==> src/rtl/pwin_pkg.sv <==
package pwin_pkg;
  localparam int WORD_W    = 16;
  localparam int NUM_WORDS = 4;
  localparam int DATA_W    = WORD_W * NUM_WORDS;
  localparam int REG_NUM_W = 5;
  localparam int FIELD_W   = 8;

  // strobes from control to datapath
  typedef struct packed {
    logic                 ldPage;
    logic                 ldCmd;
    logic [NUM_WORDS-1:0] ldWord;
    logic                 capRead;
  } winStrobe_t;

  typedef enum logic [1:0] {
    ST_IDLE = 2'd0,
    ST_WR   = 2'd1,
    ST_RD   = 2'd2
  } winState_e;
endpackage

==> src/rtl/pwin_ctrl.sv <==
module pwin_ctrl
  import pwin_pkg::*;
#(
  parameter logic [REG_NUM_W-1:0] PAGE_REG  = 5'h10,
  parameter logic [REG_NUM_W-1:0] CMD_REG   = 5'h11,
  parameter logic [REG_NUM_W-1:0] DATA_BASE = 5'h18
) (
  input  logic                 clk,
  input  logic                 rstN,
  input  logic                 hostWr,
  input  logic [REG_NUM_W-1:0] regNum,
  input  logic [1:0]           opBits,
  input  logic                 busAck,
  output winStrobe_t           strobe,
  output logic                 pendW,
  output logic                 pendR
);
  winState_e stateQ, stateD;
  logic busy;
  logic hit;
  logic [NUM_WORDS-1:0] wordHit;

  assign busy = (stateQ != ST_IDLE);
  assign hit  = hostWr && !busy;

  genvar g;
  generate
    for (g = 0; g < NUM_WORDS; g++) begin : g_wordDec
      localparam logic [REG_NUM_W-1:0] WORD_ADDR = REG_NUM_W'(DATA_BASE + g);
      assign wordHit[g] = hit && (regNum == WORD_ADDR);
    end
  endgenerate

  always_comb begin
    strobe         = '0;
    strobe.ldPage  = hit && (regNum == PAGE_REG);
    strobe.ldCmd   = hit && (regNum == CMD_REG);
    strobe.ldWord  = wordHit;
    strobe.capRead = (stateQ == ST_RD) && busAck;
  end

  always_comb begin
    stateD = stateQ;
    unique case (stateQ)
      ST_IDLE: begin
        if (strobe.ldCmd && opBits[0])      stateD = ST_WR;
        else if (strobe.ldCmd && opBits[1]) stateD = ST_RD;
      end
      ST_WR, ST_RD: begin
        if (busAck) stateD = ST_IDLE;
      end
      default: stateD = ST_IDLE;
    endcase
  end

  always_ff @(posedge clk or negedge rstN) begin
    if (!rstN) stateQ <= ST_IDLE;
    else       stateQ <= stateD;
  end

  assign pendW = (stateQ == ST_WR);
  assign pendR = (stateQ == ST_RD);
endmodule

==> src/rtl/pwin_datapath.sv <==
module pwin_datapath
  import pwin_pkg::*;
#(
  parameter logic [REG_NUM_W-1:0] PAGE_REG  = 5'h10,
  parameter logic [REG_NUM_W-1:0] CMD_REG   = 5'h11,
  parameter logic [REG_NUM_W-1:0] DATA_BASE = 5'h18
) (
  input  logic                 clk,
  input  logic                 rstN,
  input  winStrobe_t           strobe,
  input  logic [WORD_W-1:0]    wdata,
  input  logic [REG_NUM_W-1:0] regNum,
  input  logic                 devHit,
  input  logic                 pendW,
  input  logic                 pendR,
  input  logic [DATA_W-1:0]    busRdata,
  output logic [WORD_W-1:0]    rdata,
  output logic [FIELD_W-1:0]   pageNum,
  output logic [FIELD_W-1:0]   offset,
  output logic [DATA_W-1:0]    wordsFlat
);
  localparam int PAD_PAGE = WORD_W - FIELD_W - 1;
  localparam int PAD_CMD  = WORD_W - FIELD_W - 2;

  logic                 pageEn;
  logic [WORD_W-1:0]    wordQ [NUM_WORDS];
  logic [NUM_WORDS-1:0] wordSel;

  always_ff @(posedge clk or negedge rstN) begin
    if (!rstN) begin
      pageNum <= '0;
      pageEn  <= 1'b0;
    end else if (strobe.ldPage) begin
      pageNum <= wdata[WORD_W-1 -: FIELD_W];
      pageEn  <= wdata[0];
    end
  end

  always_ff @(posedge clk or negedge rstN) begin
    if (!rstN)             offset <= '0;
    else if (strobe.ldCmd) offset <= wdata[WORD_W-1 -: FIELD_W];
  end

  genvar g;
  generate
    for (g = 0; g < NUM_WORDS; g++) begin : g_word
      localparam logic [REG_NUM_W-1:0] WORD_ADDR = REG_NUM_W'(DATA_BASE + g);
      always_ff @(posedge clk or negedge rstN) begin
        if (!rstN)                 wordQ[g] <= '0;
        else if (strobe.capRead)   wordQ[g] <= busRdata[g*WORD_W +: WORD_W];
        else if (strobe.ldWord[g]) wordQ[g] <= wdata;
      end
      assign wordsFlat[g*WORD_W +: WORD_W] = wordQ[g];
      assign wordSel[g] = (regNum == WORD_ADDR);
    end
  endgenerate

  always_comb begin
    rdata = '0;
    if (devHit) begin
      if (regNum == PAGE_REG)     rdata = {pageNum, {PAD_PAGE{1'b0}}, pageEn};
      else if (regNum == CMD_REG) rdata = {offset, {PAD_CMD{1'b0}}, pendR, pendW};
      else begin
        for (int i = 0; i < NUM_WORDS; i++) begin
          if (wordSel[i]) rdata = wordQ[i];
        end
      end
    end
  end
endmodule

==> src/rtl/pwin_top.sv <==
module pwin_top
  import pwin_pkg::*;
#(
  parameter logic [4:0] DEV_ADDR  = 5'h1E,
  parameter logic [4:0] PAGE_REG  = 5'h10,
  parameter logic [4:0] CMD_REG   = 5'h11,
  parameter logic [4:0] DATA_BASE = 5'h18
) (
  input  logic        clk,
  input  logic        rstN,
  input  logic        mgmtValid,
  input  logic        mgmtWrite,
  input  logic [4:0]  mgmtDevAddr,
  input  logic [4:0]  mgmtRegNum,
  input  logic [15:0] mgmtWdata,
  output logic [15:0] mgmtRdata,
  output logic        busReq,
  output logic        busWrite,
  output logic [7:0]  busPage,
  output logic [7:0]  busOffset,
  output logic [63:0] busWdata,
  input  logic [63:0] busRdata,
  input  logic        busAck
);
  winStrobe_t         strobe;
  logic               devHit;
  logic               hostWr;
  logic               pendW;
  logic               pendR;
  logic [DATA_W-1:0]  wordsFlat;

  assign devHit = (mgmtDevAddr == DEV_ADDR);
  assign hostWr = mgmtValid && mgmtWrite && devHit;

  pwin_ctrl #(
    .PAGE_REG (PAGE_REG),
    .CMD_REG  (CMD_REG),
    .DATA_BASE(DATA_BASE)
  ) ctrl_i (
    .clk   (clk),
    .rstN  (rstN),
    .hostWr(hostWr),
    .regNum(mgmtRegNum),
    .opBits(mgmtWdata[1:0]),
    .busAck(busAck),
    .strobe(strobe),
    .pendW (pendW),
    .pendR (pendR)
  );

  pwin_datapath #(
    .PAGE_REG (PAGE_REG),
    .CMD_REG  (CMD_REG),
    .DATA_BASE(DATA_BASE)
  ) dp_i (
    .clk      (clk),
    .rstN     (rstN),
    .strobe   (strobe),
    .wdata    (mgmtWdata),
    .regNum   (mgmtRegNum),
    .devHit   (devHit),
    .pendW    (pendW),
    .pendR    (pendR),
    .busRdata (busRdata),
    .rdata    (mgmtRdata),
    .pageNum  (busPage),
    .offset   (busOffset),
    .wordsFlat(wordsFlat)
  );

  assign busReq   = pendW || pendR;
  assign busWrite = pendW;
  assign busWdata = wordsFlat;
endmodule

==> config.mk <==
export PLATFORM = sky130hd
export DESIGN_NAME = pwin_top
export DESIGN_NICKNAME = d
export VERILOG_FILES = /design/src/rtl/pwin_pkg.sv /design/src/rtl/pwin_ctrl.sv /design/src/rtl/pwin_datapath.sv /design/src/rtl/pwin_top.sv
export SDC_FILE = /design/constraint.sdc
export NUM_CORES = 1
export LEC_CHECK = 0
export BUFFER_PORTS_ARGS = -buffer_cell sky130_fd_sc_hd__buf_4
export CAP_MARGIN = 5
export CELL_PAD_IN_SITES_DETAIL_PLACEMENT = 1
export CELL_PAD_IN_SITES_GLOBAL_PLACEMENT = 1
export CORE_ASPECT_RATIO = 1.25
export CORE_MARGIN = 2
export CORE_UTILIZATION = 39
export DETAILED_ROUTE_END_ITERATION = 8
export PLACE_DENSITY_LB_ADDON = 0.1
export SYNTH_ARGS = -nofsm -noshare
export SYNTH_HDL_FRONTEND = slang
export SYNTH_SLANG_ARGS = --single-unit
==> constraint.sdc <==
create_clock -name clk -period 4.87 [get_ports clk]
set_input_delay 0 -clock clk [delete_from_list [all_inputs] [get_ports clk]]
set_output_delay 0 -clock clk [all_outputs]
set_load 0.005 [all_outputs]
# Yosys cells after proc, flatten, opt, wreduce, memory -nomap -nowiden
# Index checks and enable logic that the tools add are counted.
[word_totals]
register_bits = 83
in_bits = 95
output_inout_bits = 98
word_cells = 60
[op_classes]
eq_ne = 11
muxes = 19
n_reduce_logical = 22
[ops]
columns = ["cell", "count"]
rows = [
  ["two-way mux 16 bit", 15],
  ["== test 5 bit, second input constant", 7],
  ["logical AND 1 bit", 12],
  ["nonzero test 2 bit", 5],
  ["two-way mux 2 bit", 3],
  ["case mux 2 bit (2 select lines)", 1],
  ["!= test 3 x 1 -> 1 bit, second input constant", 1],
  ["== test 2 x 1 -> 1 bit, second input constant", 1],
  ["== test 2 bit, second input constant", 1],
  ["zero test 2 bit", 1],
  ["!= test 2 bit, second input constant", 1],
  ["AND reduction 2 bit", 1],
  ["OR reduction 2 bit", 1],
  ["zero test 1 bit", 1],
  ["logical OR 1 bit", 1],
]

# Logic depth before layout (Yosys ltp)
# Gate-level depths: netlist of the first run.
[depth]
word_depth = 8
ltp_mapped = 9
mapped_depth_nobuf = 6

# By module
# From an unflattened synthesis of the first run, not the netlist that was laid out.
[hier_totals]
cells_unflattened = 460
area_unflattened_um2 = 4630.7
[modules_own_cells]
columns = ["module", "instances", "cells_each", "area_per_inst_um2", "seq_area_each_um2"]
rows = [
  ["pwin_datapath", 1, 427, 4332.9, 2026.9],
  ["pwin_ctrl", 1, 27, 250.2, 50.0],
  ["pwin_top", 1, 6, 47.5, 0.0],
]

# Worst setup path before layout of the first run
# Ideal clock, no wire load.
[synth_timing]
path_kind = "reg-to-reg"
start = "register ctrl_i.stateQ[0]"
end = "register dp_i.wordQ, in the netlist dp_i.wordsFlat[37]"
setup_ns = 0.125
arrival_time_ns = 1.763
t_required_ns = 4.745
path_slack_ns = 2.982
path_stages_with_launch = 8
n_path_buf = 1
synth_period_minus_slack_ns = 1.888
cell_sequence = "dfrtp_1 inv_1 ha_1 nand4b_4 nor3_4 a31oi_4 buf_6 mux2_4"
[synth_between]
elab_chain_cells = 5
elab_cells_between_ends = 8
classes_between = "eq/ne: 1; mux: 1; reduce/logical: 6"
[synth_rtl]
columns = ["element", "line_no", "source"]
rows = [
  ["start: declaration", "pwin_ctrl.sv:18", "winState_e stateQ, stateD;"],
  ["start signal: assignment", "pwin_ctrl.sv:58", "else stateQ <= stateD;"],
  ["nonzero test 2 bit", "pwin_ctrl.sv:23", "assign busy = (stateQ != ST_IDLE);"],
  ["zero test 1 bit", "pwin_ctrl.sv:24", "assign hit = hostWr && !busy;"],
  ["logical AND 1 bit", "pwin_ctrl.sv:24", ""],
  ["logical AND 1 bit", "pwin_ctrl.sv:30", "assign wordHit[g] = hit && (regNum == WORD_ADDR);"],
  ["nonzero test 2 bit (no line)", "n/a", ""],
  ["end signal: indexed assignment", "pwin_datapath.sv:50", "else if (strobe.capRead) wordQ[g] <= busRdata[g*WORD_W +: WORD_W];"],
  ["end signal: indexed assignment", "pwin_datapath.sv:51", "else if (strobe.ldWord[g]) wordQ[g] <= wdata;"],
  ["end: declaration", "pwin_datapath.sv:26", "logic [WORD_W-1:0] wordQ [NUM_WORDS];"],
]
# Parallel ways exist; a longest one is shown, timed or not.
# A chain may end at the register's enable or synchronous reset.

# Worst setup path after layout of the first run
[layout_timing]
start = "register ctrl_i.stateQ[0]"
end = "register dp_i.wordQ, in the netlist dp_i.wordsFlat[47]"
# Same word-level chain as after synthesis.

==> results of run 1 <==
==> path summary, 6_finish.rpt <==
| check | end | start | slack, ps | cells after the start |
|---|---|---|---|---|
| min in group asynchronous | dp_i.pageNum[5] | rstN | 420 | 2 |
| max in group asynchronous | dp_i.offset[4] | rstN | 3750 | 2 |
| min | dp_i.wordsFlat[41] | busRdata[41] | 4 | 4 |
| max reg2reg | dp_i.wordsFlat[47] | ctrl_i.stateQ[0] | 2180 | 6 |
| max | dp_i.wordsFlat[47] | ctrl_i.stateQ[0] | 2180 | 6 |
| min reg2reg | dp_i.pageNum[2] | dp_i.pageNum[2] | 530 | 1 |
==> metrics by stage <==
| step | worst slack [ps] | hold WS [ps] | power, mW |
|---|---|---|---|
| floorplan | 2980 | -296 | 1.93 |
| global placement | 2270 | 225 | 2.62 |
| detailed placement | 2170 | 241 | 2.68 |
| CTS | 2170 | 0.307 | 3.40 |
| global route | 2030 | 10.0 | 3.57 |
| finish | 2180 | 4.45 | 3.38 |
==> layout by cell type (no fill, tap or decap), drive strengths merged, types with 4 or more instances in the layout <==
| master | synthesis | layout |
|---|---|---|
| clkbuf | 4 | 11 |
| mux4 | 14 | 14 |
| mux2 | 81 | 81 |
| a31oi | 4 | 4 |
| inv | 7 | 8 |
| nand2 | 148 | 148 |
| and3 | 7 | 7 |
| nor2 | 13 | 13 |
| dlygate4sd3 | 0 | 31 |
| o21ai | 5 | 5 |
| dfrtp | 83 | 83 |
| buf | 20 | 195 |
| nor3 | 6 | 6 |
| a222oi | 7 | 7 |
==> layout make-up <==
cell class	instances	area, sq um
clock inverters	4	48.8
clock buffers	11	253
flip-flops and latches	83	2080
repair buffers	226	1770
multi-input cells	315	2440
well taps	161	201
inverters	7	26.3
fillers	1320	4850
==> layer usage <==
metal / vias up / wire (microns) / GRT usage, %
met5: - / 0 / 0
met4: 0 / 207 / 6.67
met3: 18 / 917 / 5.07
met2: 152 / 8760 / 46.4
met1: 2113 / 6420 / 31.3
li1: 1910 / - / -
==> worst register-to-register path, stage by stage (launching register included) <==
cell     delay (ps)
dfrtp_1         350
inv_1            90
ha_1            250
and2_2          380
buf_4           370
a31oi_4         730
mux2_2          420
==> sequential cells by signal (all words and copies together), names as in the netlist <==
| name | cells |
|---|---|
| dp_i.wordsFlat | 64 |
| ctrl_i.stateQ | 2 |
| dp_i.offset | 8 |
| dp_i.pageEn | 1 |
| dp_i.pageNum | 8 |
==> power groups by stage <==
| stage | sequential, mW | clock (mW) | combinational (mW) |
|---|---|---|---|
| 2_1_floorplan | 1.18 | 0 | 0.752 |
| 3_3_place_gp | 1.23 | 0 | 1.39 |
| 3_5_place_dp | 1.24 | 0 | 1.44 |
| 4_1_cts | 1.23 | 0.706 | 1.46 |
| 5_1_grt | 1.27 | 0.730 | 1.57 |
| 6_report | 1.23 | 0.692 | 1.45 |
==> repair_timing <==
item                                    in CTS  in global routing
endpoints found under the setup margin       0                  0
endpoints found under the hold margin      122                  0
resized for setup                            0                  0
hold buffers                                31                  0
==> cells by family after synthesis <==
family | after synthesis | share of synthesized area (%)
buffers and inverters | 31 | 3.63
flip-flops | 83 | 44.3
AO/OA/AOI/OAI | 29 | 5.61
multiplexers | 96 | 28.0
adder cells (fa/ha/maj) | 3 | 0.802
AND/OR/NAND/NOR | 187 | 17.6
==> summary.txt, run 1 <==
Timing
  • Final Hold Vio Count: 0
  • Worst Skew: 6.91 ps
  • Final setup viols: 0
  • Max-slew violation count: 0
  • RSZ-0062 raised after global routing: false
  • Post-route minimum period: 2690 ps
  • Final worst-path cycle share: 55.3%
  • Slew Limit Headroom: 12.7%
  • Total negative slack: 0 ps
  • Worst slew pin tran: 1310 ps
  • FMAX: 371 MHz

Die
  • Die height: 127 microns
  • I/O Pins: 193
  • # rows: 44
  • Initial Utilization: 40.1%
  • CORE AREA: 11700 sq um
  • Die area: 12900 sq um
  • Die Span X: 102 microns

Clock tree
  • Total CTS buffers: 9
  • Clk pin slew, worst setup/hold paths: 60 ps
  • H-tree levels: 3
  • Root buf cell: clkbuf_16
  • CTS tree: done
  • Clock latency on the worst-skew pair: 330 ps
  • Post-CTS setup buffers: 0
  • Clock tree buffer depth: 2
  • CTS Sinks: 83

Layout
  • Fin cells: 807
  • Layout cell share with drive strength beyond 1: 48.9%
  • Core Util, Final: 58.4%
  • ANT cells: 0
  • Fin nets: 740
  • Design area: 6820 sq um
  • Syn-to-layout area delta: 45.6%

Critical path
  • Cell family with the largest share of critical-path delay: compound AO/OA/AOI/OAI gates
  • Max incr delay on CP: 710 ps
  • Worst-path cell chain: inv_1 > ha_1 > and2_2 > buf_4 > a31oi_4 > mux2_2
  • CP endpoint kind: flip-flop
  • WS Path Type: reg -> reg
  • CP max FO: 39
  • Slowest CP cell: a31oi_4
  • CP bufs+invs: 2
  • Startpoint class of the critical path: flip-flop
  • Required time worst endpoint: 5080 ps
  • Worst EP arrival: 2910 ps

Logic synthesis
  • Synth area leader: dfrtp_1
  • Post-synth top cells: nand2_1 (148), dfrtp_1 (83), mux2_2 (59)
  • Top_reg_cell synth: dfrtp_1
  • Yosys warns: 0
  • Async SR Flop Fraction: 100%
  • Synth top area share: 44.3%
  • Number of synthesized flops with an enable pin: 0
  • Cell count after synthesis: 429
  • #FFs+latches synth: 83
  • Synth area leaders: dfrtp_1 (44%), mux2_2 (14%), nand2_1 (12%), mux4_2 (6.7%), mux2_4 (6.4%)
  • Most numerous cell in the Yosys netlist: nand2_1
  • Seq/Total Area, Yosys: 44.3%
  • Synth cell types: 45
  • Syn_area_per_cell: 10.9 sq um
  • Cell Area, Synth: 4680 sq um
  • Mapped Nets: 527

Drt
  • # DRC: 0
  • Drt pass-1 iters: 4
  • WL per Instance: 20.2 microns
  • Post-route ant nets: 0
  • Vias: 4193
  • Initial detailed-routing violation count: 177
  • Drt total wl: 16.3 mm
  • Via density: 5.20

Worst hold path
  • Hold/Removal Path Class: in -> reg

Global routing
  • Global route total overflow: 0
  • Initial antenna violation count: 0
  • First-pass GRT wire length: 25.3 mm
  • Maximum number of pins on one net before global-route repair: 84
  • Vias in the first global route: 4618
  • GRT Util Overall: 25.8%

Power
  • Combinational power share: 43.0%
  • Peak VDD IR: 0.000210 V
  • NetSw: 1.10 mW
  • Leak: 3.44 nW
  • Power Density: 495 nW/um^2
  • Sw frac: 32.6%
  • Int Pwr: 2.28 mW
  • Clock power frac: 20.5%
  • Seq pwr share: 36.5%

Run
  • Max-capacitance violation count: 0

Placed design
  • Dpl cells: 761
  • Port bufs: 192
  • Placed inst area: 6210 sq um
  • DPL Wire Length: 11.6 mm
  • GPL Wtd Cong: 0.847

Outcome
  • Status: finished, final reports clean
(Power assumes the default switching activity.)
==> run 2: changes to the inputs <==
ABC_AREA = 1   (was not set)
CORE_UTILIZATION = 35   (was 39)
clock period = 2.59 ns   (was 4.87 ns; I/O delays follow)
==> run 2 against run 1 <==
First-iteration DRC count down 9.6%. Via count up 19%. Critical path depth up 5. Combinational power down 61%. Core utilization down 8.0 points. Total power up 2.5%. Synthesized cell count up 36%. Final area down 1.8%. Routed wire length up 11%. Sequential power up 23%. Die area up 13%. Count of clock-buffer cells in the layout down 1. Critical path type unchanged. Highest routed layer unchanged.
==> summary.txt, run 2 <==
Layout
  • Commonest non-fill, non-tap cell in the layout: buf_4
  • Layout cell share with drive strength beyond 1: 31.2% (-18 points)
  • Largest register FFs: 64 (unchanged)
  • Commonest non-fill, non-tap cells in the layout: buf_4 (200), nand3_1 (147), nand2_1 (130)
  • Fin cells: 950 (+18%)
  • ANT cells: 0 (unchanged)
  • Fin nets: 873 (+18%)
  • Syn-to-layout area delta: 40.5%

Clock tree
  • Clock latency on the worst-skew pair: 340 ps (about the same)
  • Root buf cell: clkbuf_16
  • Clock tree buffer depth: 2 (unchanged)
  • Total CTS buffers: 9 (unchanged)
  • CTS Sinks: 83 (unchanged)
  • CTS tree: done
  • Post-CTS setup buffers: 0 (unchanged)
  • Clk pin slew, worst setup/hold paths: 70 ps (about the same)
  • PostCTS Resize Cnt: 0 (unchanged)
  • H-tree levels: 3 (unchanged)
  • CTS Hold Bufs: 14 (-55%)

Timing
  • Slew Limit Headroom: 22.4% (+9.7 points)
  • FMAX: 473 MHz (+27%)
  • Post-route minimum period: 2120 ps (-578 ps)
  • RSZ-0062 raised after global routing: false
  • Worst Skew: 8.86 ps (+1.94 ps)
  • Worst slew pin tran: 1160 ps (-146 ps)
  • Hold WS: 9.99 ps (+5.55 ps)
  • Final setup viols: 0 (unchanged)
  • Final worst-path cycle share: 81.7% (+26 points)
  • Final Hold Vio Count: 0 (unchanged)
  • Total negative slack: 0 ps (unchanged)
  • Max-slew violation count: 0 (unchanged)

Logic synthesis
  • Yosys warns: 0 (unchanged)
  • Seq/Total Area, Yosys: 43.6% (-0.76 points)
  • Mapped Nets: 683 (+30%)
  • Cell Area, Synth: 4760 sq um (+1.7%)
  • Synth top area share: 43.6% (-0.76 points)
  • Synth area leaders: dfrtp_1 (44%), nand3_1 (15%), nand2_1 (10%), o21a_1 (9.6%), inv_1 (2.4%)
  • Post-synth top cells: nand3_1 (147), nand2_1 (130), dfrtp_1 (83)
  • Async SR Flop Fraction: 100% (unchanged)
  • Synth area leader: dfrtp_1
  • Top_reg_cell synth: dfrtp_1
  • Number of synthesized flops with an enable pin: 0 (unchanged)
  • Syn_area_per_cell: 8.14 sq um (-25%)
  • Synth cell types: 31 (-31%)
  • #FFs+latches synth: 83 (unchanged)
  • Most numerous cell in the Yosys netlist: nand3_1
  • Cell count after synthesis: 585 (+36%)

Outcome
  • Status: finished, final reports clean

Die
  • Die Span X: 108 microns (+6.2%)
  • CORE AREA: 13300 sq um (+14%)
  • Die height: 134 microns (+6.3%)
  • Initial Utilization: 35.9% (-4.3 points)
  • I/O Pins: 193 (unchanged)
  • # rows: 47 (+6.8%)
  • Die area: 14600 sq um (+13%)

Power
  • Combinational power share: 16.5% (-27 points)
  • NetSw: 0.882 mW (-20%)
  • Peak VDD IR: 0.000356 V (+69%)
  • Sw frac: 25.5% (-7.1 points)
  • Clock power frac: 39.8% (+19 points)
  • Leak: 3.31 nW (-3.8%)
  • Seq pwr share: 43.7% (+7.2 points)
  • Power Density: 517 nW/um^2 (+4.4%)
  • Int Pwr: 2.58 mW (+13%)

Worst hold path
  • Hold/Removal Path Class: in -> reg

Run
  • Max-capacitance violation count: 0 (unchanged)

Placed design
  • GPL Wtd Cong: 0.838 (-1.1%)
  • Port bufs: 192 (unchanged)
  • DPL Wire Length: 12.8 mm (+10%)
  • Dpl cells: 921 (+21%)

Drt
  • WL per Instance: 19.0 microns (-5.9%)
  • Via density: 5.27 (+1.5%)
  • # DRC: 0 (unchanged)
  • Drt pass-1 iters: 5 (+1)
  • Drt total wl: 18.0 mm (+11%)
  • Initial detailed-routing violation count: 160 (-9.6%)
  • Post-route ant nets: 0 (unchanged)
  • Vias: 5009 (+19%)

Critical path
  • WS Path Type: reg -> reg
  • Required time worst endpoint: 2820 ps (-2260 ps)
  • CP endpoint kind: flip-flop
  • Worst EP arrival: 2340 ps (-570 ps)
  • CP max FO: 24 (-38%)
  • Startpoint class of the critical path: flip-flop

Global routing
  • Initial antenna violation count: 0 (unchanged)
  • First-pass GRT wire length: 27.8 mm (+10%)
  • Maximum number of pins on one net before global-route repair: 84 (unchanged)
  • GRT Util Overall: 24.9% (-0.92 points)
  • Vias in the first global route: 5249 (+14%)
  • Global route total overflow: 0 (unchanged)
-- run 2: logic make-up after synthesis --
logic type      share of synthesized area (%)
compound gates                           14.8
fa+ha+maj                               0.788
buf+inv                                  8.43
flops                                    43.6
mux                                     0.473
simple gates                             31.9
-- run 2: final timing paths --
check | start | endpoint | slack [ps] | cells after the start
worst max-delay path | ctrl_i.stateQ[1] | dp_i.wordsFlat[12] | 470 | 11
worst min-delay path | busRdata[37] | dp_i.wordsFlat[37] | 10 | 4
worst max register to register | ctrl_i.stateQ[1] | dp_i.wordsFlat[12] | 470 | 11
worst min register to register | dp_i.offset[0] | dp_i.offset[0] | 520 | 2
max in group asynchronous | rstN | dp_i.wordsFlat[58] | 1400 | 2
min in group asynchronous | rstN | ctrl_i.stateQ[1] | 390 | 2
-- run 2: final cells by class --
type	instances	area, sq um
inverters	34	128
well taps	171	214
flip-flops and latches	83	2080
multi-input cells	431	2290
clock buffers	10	229
repair buffers	216	1680
fillers	1648	6590
clock inverters	5	78.8
-- run 2: power groups by stage --
stage                     sequential [mW]  combinational [mW]  clock [mW]
after floorplan                      1.52               0.173           0
after global placement               1.53               0.548           0
after detailed placement             1.54               0.561           0
after CTS                            1.51               0.580        1.40
after global routing                 1.53               0.620        1.46
final                                1.51               0.570        1.38
-- run 2: worst max-delay path, cell delays in order, from the launching register on --
cell and delay [ps]:
dfrtp_1 400, inv_1 110, ha_1 210, inv_1 50, nor2_1 230, nand2_2 180
inv_2 120, nand2_1 70, nand2_2 190, buf_12 210, nand3_1 100, o21a_1 120
-- run 2: routing by layer --
| layer | wire length (microns) | vias up | part of all wire, % | global-route usage (%) |
|---|---|---|---|---|
| li1 | - | 2355 | - | - |
| met1 | 7630 | 2458 | 42 | 31.9 |
| met2 | 8750 | 173 | 48 | 41.6 |
| met3 | 1290 | 23 | 7.2 | 5.44 |
| met4 | 368 | 0 | 2.0 | 8.12 |
| met5 | 0 | - | 0 | 0 |
-- run 2: metrics by stage --
step	utilization, %	setup WS (ps)	area, sq um	power, mW
2_1_floorplan	-	956	4760	1.69
3_5_place_dp	47.0	507	6250	2.10
5_1_grt	50.4	282	6700	3.61
3_3_place_gp	47.0	646	6250	2.08
4_1_cts	50.4	477	6700	3.50
6_report	50.4	475	6700	3.46
